$ cat src/rtl/cmd_slot_seq.sv
module cmd_slot_seq #(
  parameter int AW = 8,
  parameter int DW = 32,
  parameter int POLL_LIMIT = 100000,
  parameter logic [AW-1:0] A_CTL   = 8'h00,
  parameter logic [AW-1:0] A_ISSUE = 8'h04,
  parameter logic [AW-1:0] A_TASK  = 8'h08,
  parameter logic [AW-1:0] A_PIS   = 8'h0C,
  parameter logic [AW-1:0] A_SERR  = 8'h10,
  parameter logic [AW-1:0] A_GIS   = 8'h14,
  parameter logic [AW-1:0] A_XFER  = 8'h18
) (
  input  logic          clk,
  input  logic          rst_n,
  input  logic          go,
  input  logic [DW-1:0] reg_rdata,
  output logic          busy,
  output logic          done,
  output logic          error,
  output logic          reg_rd,
  output logic          reg_wr,
  output logic [AW-1:0] reg_addr,
  output logic [DW-1:0] reg_wdata
);
  localparam int PW = $clog2(POLL_LIMIT + 1);
  localparam logic [DW-1:0] ONE = DW'(1);
  localparam logic [DW-1:0] SERR_MASK = (ONE << 16) | (ONE << 26);

  typedef enum logic [4:0] {
    S_IDLE, S_CLR, S_TF_RD, S_TF_CHK, S_CTL_RD, S_CTL_CAP, S_START, S_ISSUE,
    S_IS_RD, S_IS_CHK, S_SERR_RD, S_SERR_CAP, S_SERR_WR, S_IS_ACK,
    S_GIS_RD, S_GIS_CAP, S_GIS_ACK, S_STP_CTL_RD, S_STP_CTL_CAP,
    S_STP_CI_RD, S_STP_CI_CHK, S_STP_WR, S_DONE
  } state_t;

  state_t        state;
  logic [DW-1:0] hold_q;
  logic [DW-1:0] sts_q;
  logic [PW-1:0] poll_q;
  logic          err_q;

  assign busy  = (state != S_IDLE);
  assign done  = (state == S_DONE);
  assign error = err_q;

  always_ff @(posedge clk) begin
    if (!rst_n) begin
      state  <= S_IDLE;
      hold_q <= '0;
      sts_q  <= '0;
      poll_q <= '0;
      err_q  <= 1'b0;
    end else begin
      case (state)
        S_IDLE: if (go) begin
          state <= S_CLR;
          err_q <= 1'b0;
        end
        S_CLR:     state <= S_TF_RD;
        S_TF_RD:   state <= S_TF_CHK;
        S_TF_CHK:  state <= (reg_rdata[7] | reg_rdata[3]) ? S_TF_RD : S_CTL_RD;
        S_CTL_RD:  state <= S_CTL_CAP;
        S_CTL_CAP: begin
          hold_q <= reg_rdata;
          state  <= S_START;
        end
        S_START:   state <= S_ISSUE;
        S_ISSUE: begin
          poll_q <= '0;
          state  <= S_IS_RD;
        end
        S_IS_RD:   state <= S_IS_CHK;
        S_IS_CHK: begin
          if (reg_rdata == '0) begin
            if (poll_q == PW'(POLL_LIMIT - 1)) begin
              err_q <= 1'b1;
              state <= S_DONE;
            end else begin
              poll_q <= poll_q + 1'b1;
              state  <= S_IS_RD;
            end
          end else begin
            sts_q <= reg_rdata;
            err_q <= ~|reg_rdata[2:0];
            state <= reg_rdata[6] ? S_SERR_RD : S_IS_ACK;
          end
        end
        S_SERR_RD:  state <= S_SERR_CAP;
        S_SERR_CAP: begin
          hold_q <= reg_rdata;
          state  <= S_SERR_WR;
        end
        S_SERR_WR:  state <= S_IS_ACK;
        S_IS_ACK:   state <= S_GIS_RD;
        S_GIS_RD:   state <= S_GIS_CAP;
        S_GIS_CAP: begin
          hold_q <= reg_rdata;
          state  <= S_GIS_ACK;
        end
        S_GIS_ACK:     state <= S_STP_CTL_RD;
        S_STP_CTL_RD:  state <= S_STP_CTL_CAP;
        S_STP_CTL_CAP: begin
          hold_q <= reg_rdata;
          state  <= S_STP_CI_RD;
        end
        S_STP_CI_RD:  state <= S_STP_CI_CHK;
        S_STP_CI_CHK: state <= (hold_q[0] && !reg_rdata[0]) ? S_STP_WR : S_DONE;
        S_STP_WR:     state <= S_DONE;
        S_DONE:       state <= S_IDLE;
        default:      state <= S_IDLE;
      endcase
    end
  end

  always_comb begin
    reg_rd    = 1'b0;
    reg_wr    = 1'b0;
    reg_addr  = '0;
    reg_wdata = '0;
    case (state)
      S_CLR:        begin reg_wr = 1'b1; reg_addr = A_XFER; end
      S_TF_RD:      begin reg_rd = 1'b1; reg_addr = A_TASK; end
      S_CTL_RD:     begin reg_rd = 1'b1; reg_addr = A_CTL; end
      S_START:      begin reg_wr = 1'b1; reg_addr = A_CTL;   reg_wdata = hold_q | ONE; end
      S_ISSUE:      begin reg_wr = 1'b1; reg_addr = A_ISSUE; reg_wdata = ONE; end
      S_IS_RD:      begin reg_rd = 1'b1; reg_addr = A_PIS; end
      S_SERR_RD:    begin reg_rd = 1'b1; reg_addr = A_SERR; end
      S_SERR_WR:    begin reg_wr = 1'b1; reg_addr = A_SERR;  reg_wdata = hold_q & ~SERR_MASK; end
      S_IS_ACK:     begin reg_wr = 1'b1; reg_addr = A_PIS;   reg_wdata = sts_q; end
      S_GIS_RD:     begin reg_rd = 1'b1; reg_addr = A_GIS; end
      S_GIS_ACK:    begin reg_wr = 1'b1; reg_addr = A_GIS;   reg_wdata = hold_q; end
      S_STP_CTL_RD: begin reg_rd = 1'b1; reg_addr = A_CTL; end
      S_STP_CI_RD:  begin reg_rd = 1'b1; reg_addr = A_ISSUE; end
      S_STP_WR:     begin reg_wr = 1'b1; reg_addr = A_CTL;   reg_wdata = hold_q & ~ONE; end
      default: ;
    endcase
  end
endmodule

$ cat config.mk
export PLATFORM = sky130hd
export DESIGN_NAME = cmd_slot_seq
export DESIGN_NICKNAME = d
export VERILOG_FILES = /design/src/rtl/cmd_slot_seq.sv
export SDC_FILE = /design/constraint.sdc
export NUM_CORES = 1
export LEC_CHECK = 0
export BUFFER_PORTS_ARGS = -buffer_cell sky130_fd_sc_hd__buf_2
export CAP_MARGIN = 15
export CORE_MARGIN = 2
export CORE_UTILIZATION = 50
export DETAILED_ROUTE_END_ITERATION = 10
export GPL_TIMING_DRIVEN = 0
export HOLD_SLACK_MARGIN = 0.08
export PLACE_DENSITY = 0.75
export SLEW_MARGIN = 20
export SYNTH_ARGS = -nofsm -noshare
export SYNTH_HDL_FRONTEND = slang
export SYNTH_SLANG_ARGS = --single-unit
$ cat constraint.sdc
create_clock -name clk -period 2.9 [get_ports clk]
set_input_delay 0.58 -clock clk [delete_from_list [all_inputs] [get_ports clk]]
set_output_delay 0.58 -clock clk [all_outputs]
set_load 0.02 [all_outputs]
## Yosys cells after proc, flatten, opt, wreduce, memory -nomap -nowiden

Cells that the tools add are included.

- $add $sub $neg: 1
- Equal/unequal tests: 27
- Mux-type cells: 18
- Bitwise gates (word level): 2
- Reductions and logical operators: 19

Operator list:

| cell | number |
|---|---|
| 32-bit case mux with 6 select lines | 1 |
| 5-bit case mux with 22 select lines | 1 |
| 5-bit by 4-bit equality test with 1-bit output, second input constant | 8 |
| 5-bit equality test, second input constant | 7 |
| 17-bit two-way mux | 2 |
| 17-bit case mux with 2 select lines | 1 |
| 32-bit logical NOT | 1 |
| 5-bit case mux with 6 select lines | 1 |
| 5-bit by 3-bit equality test with 1-bit output, second input constant | 4 |
| 17-bit by 1-bit adder with 17-bit output, second input constant | 1 |
| 17-bit equality test, second input constant | 1 |
| 5-bit two-way mux | 3 |
| 7-bit OR reduction | 2 |
| 5-bit by 2-bit equality test with 1-bit output, second input constant | 2 |
| 2-bit OR reduction | 4 |
| 3-bit two-way mux | 2 |
| 2-bit inequality test, second input constant | 3 |
| 3-bit AND reduction | 2 |
| 5-bit by 1-bit equality test with 1-bit output, second input constant | 1 |
| 5-bit logical NOT | 1 |
| 1-bit two-way mux | 5 |
| 5-bit nonzero test | 1 |
| 2-bit nonzero test | 2 |
| 4-bit OR reduction | 1 |
| 9 further kinds | 10 |

- Register bits: 87
- Input bits: 35
- Output and inout bits: 45
- Logic and storage cells: 72

## Logic depth before layout (Yosys ltp)

Gate-level depths: netlist (run 1).

- Depth in word-level cells: 4
- Depth in mapped cells: 9
- Depth with buffers taken out: 6

## Worst setup path after synthesis (run 1)

No wires, ideal clock.

- Path kind: reg-to-output
- Start: reg state[4]
- End: out reg_wdata[10]
- Arrival: 1,949 ps
- Required time: 2,320 ps
- Setup slack: 371 ps
- Stages on the path, launching flop included: 8
- Buffers on the path: 3
- Cells stage by stage: dfxtp_1 > clkbuf_1 > nor2b_1 > a22oi_1 > o22ai_1 > clkbuf_1 > buf_1 > a22o_1

- Cells in the longest elaborated chain, start to end: 2
- Elaborated cells on any way between the ends: 7
- Classes of those cells: eq/ne: 6; mux: 1

RTL lines:

| element | RTL line | source |
|---|---|---|
| from (decl) | 36 | `state_t state;` |
| from (signal assigned) | 61 | `S_TF_CHK: state <= (reg_rdata[7] \| reg_rdata[3]) ? S_TF_RD : S_CTL_RD;` |
| from (signal assigned) | 85 | `state <= reg_rdata[6] ? S_SERR_RD : S_IS_ACK;` |
| from (signal assigned) | 107 | `S_STP_CI_CHK: state <= (hold_q[0] && !reg_rdata[0]) ? S_STP_WR : S_DONE;` |
| 5-bit equality test (tied with other cells) | 120 | `case (state)` |
| 32-bit case mux with 6 select lines (*) | 120 |  |
| to (decl) | 23 | `output logic [DW-1:0] reg_wdata` |

Mark *: on every way between the ends. The rest lies on a longest branch, timed or not.

## Worst setup path in the final report (run 1)

- Start: reg state[2]
- End: out reg_wdata[0]

The elaborated chain is that of the path after synthesis.

==> results of run 1 <==
metrics by stage:
| stage | setup TNS, ps | power [mW] | worst slack (ps) | utilization, % |
|---|---|---|---|---|
| 2_1_floorplan | 0 | 1.343 | 370.8 | - |
| 3_3_place_gp | -4111 | 1.420 | -430.4 | 56.44 |
| 3_5_place_dp | -5111 | 1.421 | -500.0 | 56.44 |
| 4_1_cts | 0 | 2.369 | 3.674 | 59.31 |
| 5_1_grt | -121.8 | 2.436 | -62.17 | 59.78 |
| 6_report | 0 | 2.364 | 75.08 | 59.78 |
power groups by stage:
stage | registers [mW] | logic (mW) | clock network, mW
3_5_place_dp | 1.23 | 0.196 | 0
3_3_place_gp | 1.23 | 0.195 | 0
5_1_grt | 1.20 | 0.219 | 1.02
4_1_cts | 1.20 | 0.197 | 0.975
6_report | 1.20 | 0.202 | 0.964
2_1_floorplan | 1.23 | 0.118 | 0
metal layers:
layer | routed length [um] | vias to the layer above | global-route usage, %
li1 | - | 2154 | -
met1 | 5795 | 2188 | 36.15
met2 | 6428 | 184 | 42.98
met3 | 917 | 32 | 5.292
met4 | 411 | 0 | 12.22
met5 | 0 | - | 0
sequential cells by signal, indices dropped and copies added (netlist names):
| register | cells |
|---|---|
| error | 1 |
| sts_q | 32 |
| hold_q | 32 |
| poll_q | 17 |
| state | 5 |
cell type report:
class                           instances  area (um2)
Timing Repair Buffer                   74       370.4
Sequential cell                        87        1743
Fill cell                             837        3664
Multi-Input combinational cell        397        2673
Tap cell                              111       138.9
Clock buffer                            9       123.9
Buffer                                 53       275.3
Inverter                                5       18.77
Clock inverter                          7       102.6
repair_timing:
action                     CTS  global route
setup endpoints to repair   32            37
cloned                       0             0
pin swaps                    0             0
resized for setup           16            15
worst max-delay path: stages (launching register included):
cell	delay (ps)
dfxtp_1	440
nor2b_4	270
and3_1	180
clkbuf_1	280
clkbuf_4	320
a32oi_1	100
o31ai_1	90
buf_2	210
worst max-delay path by stage:
stage	to	slack, ps	startpoint	cells past startpoint
after floorplan	reg_wdata[10]	370	state[4]$_SDFFE_PN0P_	7
after global placement	reg_wdata[3]	-430	state[4]$_SDFFE_PN0P_	8
after detailed placement	reg_wdata[3]	-500	state[4]$_SDFFE_PN0P_	8
after CTS	reg_wdata[3]	4	state[1]$_SDFFE_PN0P_	9
after global routing	reg_wdata[0]	-60	state[2]$_SDFFE_PN0P_	7
final	reg_wdata[0]	80	state[2]$_SDFFE_PN0P_	7
cell families after synthesis:
kind of cell | synth area share [%]
and+or+nand+nor | 22.39
AOI/OAI and AO/OA | 25.12
DFF | 37.72
buffers and inverters | 5.610
muxes | 8.238
xor gates and xnor gates | 0.5692
adders and majority gates | 0.2710
other | 0.08122
layout by cell type, fill, tap and decap left out, types with 6 or more instances in the layout:
master,count
mux2i_1,38
nor2_1,13
nand3_1,42
dfxtp_1,86
clkbuf_8,9
or4_1,11
a22o_1,31
a21boi_0,33
buf_1,6
clkbuf_1,24
a21oi_1,22
o31ai_1,10
nand2_1,27
nor2b_1,37
buf_2,82
o21ai_0,40
==> run metrics, run 1 <==
WP data arrival=~2200 ps; Yosys top cell area share=37.72%; sequential power share=approximately 51%; worst r2r src=poll_q[1]$_SDFFE_PN0P_; Core ar.=~9100 um2; CTS clk-pin slew, worst paths=about 90 ps; Clock power frac=between 40 and 50%; pin count of the biggest net entering global routing=17; clock tree root driver cell=clkbuf_8; Comb pwr share=under 10%; Post-CTS Hold Fix Bufs=0; register area share after synthesis=37.72%; Sink Count=87; FF-to-FF End=state[3]$_SDFFE_PN0P_; # nets final=between 600 and 700; wirelength, routed=about 14000 um; Synth cell types=55; CTS max path bufs=2; Tightest Pin Transition=616.0 ps; Synth warnings=0; Hold Violations, Final=0; die height=100.1 um; first-pass GRT wire length=21690 um; post-route ant nets=0; Crit Path Max Fanout=10; max-slew violations=0; top cells by area, synth=dfxtp_1 38%, mux2i_1 8.2%, a22o_1 5.9%, nor2b_1 5.4%, a21boi_0 5.4%; Synth area leader=dfxtp_1; path depth of the worst reg2reg path=8; P per Cell Area=434.1 nW/um2; total gr overflow=0; Layout area overhead=17.94%; Post-DP HPWL=about 9700 um; Total GRT Usage=between 20% and 30%; Post-Synthesis Cells=roughly 540; Syn Area/Cell=roughly 8.6 um2; Routability Congestion=a little under 1; Final Skew=roughly 4.3 ps; fraction of power spent switching nets=between 20 and 30%; RSZ-0062 raised after global routing=true; die area=about 10000 um2; TritonCTS clock tree=yes; Post-DP Area=5141 um2; outcome=complete, no violations; htree depth=3; mapped cell area=roughly 4600 um2; vias in the first global route=~4300; postcts setup bufs=0; final period utilization=a little under 100%; Die W=about 100 um; Req. time, crit path=2320 ps; Synth async-reset ratio=0%; Max Cap Viol=0; Initial DRC Count=~280; HP Start=poll_q[16]$_SDFFE_PN0P_; Leakage=between 1.5 and 2 nW; Clock Latency Late Sink=between 300 and 400 ps; drt wl/cell=18.24 um; Post-synth top cells=87 x dfxtp_1, 42 x nand3_1, 40 x nor2b_1, 40 x o21ai_0, 38 x mux2i_1; Port Buffers=74; Vias=between 4000 and 5000; row cnt=35; Synth Register Bits=87; critical path class=flip-flop to output port; Final Cell Area=around 5400 um2; final non-filler cell total=743; vias per cell=6.135; worst vdd ir=between 0.2 and 0.3 mV; Hold Slack=486.0 ps; CTS Buf Count=9; endpoints failing setup=0; P_sw=a little under 0.6 mW; I/O pin count=80; DRC=0; Slew headroom=between 50% and 60%; layout cells sized above 1=between 20% and 30%; P_int=about 1.8 mW; First-pass DRT Iterations=4; initial antenna violation count=0; crit path time final=roughly 2800 ps; worst hold endpoint=poll_q[16]$_SDFFE_PN0P_; Hold/Removal Path Class=flip-flop to flip-flop; Top FF cell, synth=dfxtp_1; EDFF count, synth=0; Antenna Cells=0; crit path launch type=flip-flop; worst hold path depth=2; crit path capture type=output port; Placed Instances=between 700 and 800; Max Freq=354.0 MHz; reg2reg setup slack=roughly 350 ps; most common cell in the synthesized netlist=dfxtp_1; initial core utilization=50.69%
(Power assumes the default switching activity.)
==> run 2, diff against run 1 <==
ABC_AREA = 1   (was default)
==> run 2 against run 1 <==
Against the previous run:
- critical path depth grew 3
- routed wire length shrank 4.3%
- highest routed layer unchanged
- hold slack lost 26 ps
- global-route usage shrank 1.1 points
- maximum frequency grew 1.7%
- final cell count grew 20%
- via count grew 5.0%
- synthesized cell count grew 28%
==> run metrics, run 2 <==
Critical Path Max Stage Delay=300 ps (-140 ps); crit path time final=2779 ps (-46.40 ps); Hold/Removal Path Class=primary input to flip-flop; Synth Register Bits=87 (unchanged); pre-CTS WS=441.2 ps (+941.1 ps); Port Buffers=74 (unchanged); Post-Synthesis Cells=688 (+28%); Top FF cell, synth=dfxtp_1; P per Cell Area=461.7 nW/um2 (+6.4%); final period utilization=95.81% (-1.6 points); Placed Instances=877 (+20%); TritonCTS clock tree=yes; crit path launch type=flip-flop; total gr overflow=0 (unchanged); row cnt=35 (unchanged); commonest non-fill, non-tap cell in the layout=nand2_1; endpoints failing setup=0 (unchanged); Synth cell types=35 (-36%); Comb pwr share=16.4% (+7.8 points); First-pass DRT Iterations=5 (+1); Core ar.=9153 um2 (+0.48%); Hold Violations, Final=0 (unchanged); worst vdd ir=0.2611 mV (-1.4%); Layout area overhead=15.70%; Synth warnings=0 (unchanged); crit path capture type=output port; crit-path cells=buf_2, nor2_2, nand2_1, inv_1, nand2_1, nor3b_2, buf_4, buf_8, o21ai_2, buf_2; vias per cell=5.361 (-13%); most frequent cells in the layout=121 x nand2_1, 85 x inv_1, 85 x dfxtp_1, 81 x buf_2, 76 x nor2_1; Max Cap Viol=0 (unchanged); Die W=100.5 um (+0.45%); CP max stage cell=dfxtp_1; Final Skew=19.02 ps (+14.69 ps); Setup WS post-layout=121.5 ps (+46.40 ps); RSZ-0062 raised after global routing=false; # nets final=813 (+23%); outcome=complete, no violations; Initial DRC Count=167 (-41%); first-pass GRT wire length=21080 um (-2.8%); crit path from=state[1]$_SDFFE_PN0P_; final non-filler cell total=893 (+20%); mapped cell area=4661 um2 (+0.95%); Post-DP HPWL=9641 um (-0.48%); P_sw=0.8038 mW (+35%); Routability Congestion=0.9582 (-0.38%); critical path class=flip-flop to output port; register area share after synthesis=37.37% (-0.35 points); DRC=0 (unchanged); Buf/Inv on CP=5 (+2); clock tree root driver cell=clkbuf_8; max-slew violations=0 (unchanged); drt wl/cell=14.52 um (-20%); TNS Setup=0 ps (unchanged); Sink Count=87 (unchanged); Post-CTS Hold Fix Bufs=0 (unchanged); Hold Slack=460.0 ps (-25.97 ps); fraction of power spent switching nets=32.28% (+7.1 points); post-route ant nets=0 (unchanged); Clock Latency Late Sink=380 ps (+20 ps); Synth async-reset ratio=0% (unchanged); CP delay by family, top=buffers and inverters; Syn Area/Cell=6.774 um2 (-21%); P_int=1.686 mW (-4.6%); FILL cells=930 (+11%); postcts setup bufs=0 (unchanged); Clock power frac=34.1% (-6.7 points); initial core utilization=50.92% (+0.24 points); pin count of the biggest net entering global routing=19 (+2); Max Freq=359.9 MHz (+1.7%); CTS max path bufs=2 (unchanged); die area=10110 um2 (+0.91%); Post-CTS Resized=0 (-16); Tightest Pin Transition=561.2 ps (-54.81 ps); Post-synth top cells=121 x nand2_1, 87 x dfxtp_1, 86 x inv_1, 77 x nor2_1, 72 x o21ai_0; Crit Path Max Fanout=10 (unchanged); Leakage=2.328 nW (+19%); Vias=4787 (+5.0%); Slew headroom=62.59% (+4.0 points); layout cells sized above 1=21.74% (+0.85 points); Req. time, crit path=2320 ps (about the same); top cells by area, synth=dfxtp_1 37%, nand2_1 9.7%, o21ai_0 7.7%, a21oi_1 7.3%, inv_1 6.9%; I/O pin count=80 (unchanged); Yosys top cell area share=37.37% (-0.35 points); CTS clk-pin slew, worst paths=110 ps (+20 ps); sequential power share=49.5% (-1.2 points); CTS Buf Count=9 (unchanged); EDFF count, synth=0 (unchanged); worst r2r src=poll_q[0]$_SDFFE_PN0P_; Antenna Cells=0 (unchanged); WP data arrival=2200 ps (-40 ps); initial antenna violation count=0 (unchanged); htree depth=3 (unchanged); Total GRT Usage=26.11% (-1.1 points); wirelength, routed=12960 um (-4.3%); vias in the first global route=4444 (+3.9%); most common cell in the synthesized netlist=nand2_1; Synth area leader=dfxtp_1; HP Start=reg_rdata[28]; die height=100.5 um (+0.45%); largest registers=hold_q x32, sts_q x32, poll_q x17
==> run 2: changes by cell type after synthesis, moves of 38 or more <==
| cell | delta |
|---|---|
| mux2i_1 | -38 |
| nor2b_1 | -40 |
| inv_1 | +81 |
| a21oi_1 | +46 |
| nand2_1 | +94 |
| nor2_1 | +63 |
==> run 2: worst register-to-register path, cell delays in order (launching register included) <==
cell	delay (ps)
dfxtp_1	420
ha_1	260
nand3_1	200
nor2_1	150
nand3_1	120
nand3_2	110
buf_4	170
buf_6	160
nand3_1	80
a21oi_1	170
==> run 2: power by group through the flow <==
stage	Combinational (mW)	Clock (mW)	Sequential, mW
6_report	0.409	0.849	1.23
3_3_place_gp	0.398	0	1.26
3_5_place_dp	0.402	0	1.26
4_1_cts	0.403	0.858	1.23
5_1_grt	0.453	0.914	1.23
2_1_floorplan	0.272	0	1.26
==> run 2: worst paths after layout <==
path	to	slack, ps	cells past startpoint
worst max register to register	poll_q[4]$_SDFFE_PN0P_	1000	9
worst min register to register	poll_q[15]$_SDFFE_PN0P_	500	2
worst min-delay path	hold_q[28]$_SDFFE_PN0P_	460	3
worst max-delay path	reg_wdata[6]	120	10
==> run 2: routing by layer <==
metal	global-route usage (%)	wire length (um)
met1	33.61	5644
met2	43.93	6371
met3	4.854	719
met4	9.062	229
met5	0	0
==> run 2: kinds of logic (layout without fill, tap and decap cells) <==
logic type	count (synthesis)	count (layout)	share of synthesized area, %
flops	87	87	37.37
xor+xnor	12	12	2.255
compound gates	191	191	22.82
buf+inv	133	223	12.64
simple gates	263	263	24.56
fa+ha+maj	1	1	0.2684
other cells	1	5	0.08046
==> run 2: area by class of cell <==
| class | count | area [um2] | area share (%) |
|---|---|---|---|
| Multi-Input combinational cell | 472 | 2352 | 43.62 |
| Sequential cell | 87 | 1744 | 32.34 |
| Timing Repair Buffer | 74 | 370.4 | 6.868 |
| Inverter | 95 | 356.6 | 6.613 |
| Buffer | 38 | 236.5 | 4.385 |
| Tap cell | 111 | 138.9 | 2.575 |
| Clock buffer | 9 | 123.9 | 2.297 |
| Clock inverter | 7 | 70.07 | 1.299 |
==> run 2: stage by stage <==
| stage | instance area, um2 | power (mW) | util [%] |
|---|---|---|---|
| 3_3_place_gp | 5185 | 1.656 | 56.65 |
| 2_1_floorplan | 4676 | 1.534 | - |
| 5_1_grt | 5393 | 2.602 | 58.92 |
| 6_report | 5393 | 2.490 | 58.92 |
| 4_1_cts | 5379 | 2.493 | 58.77 |
| 3_5_place_dp | 5185 | 1.661 | 56.65 |
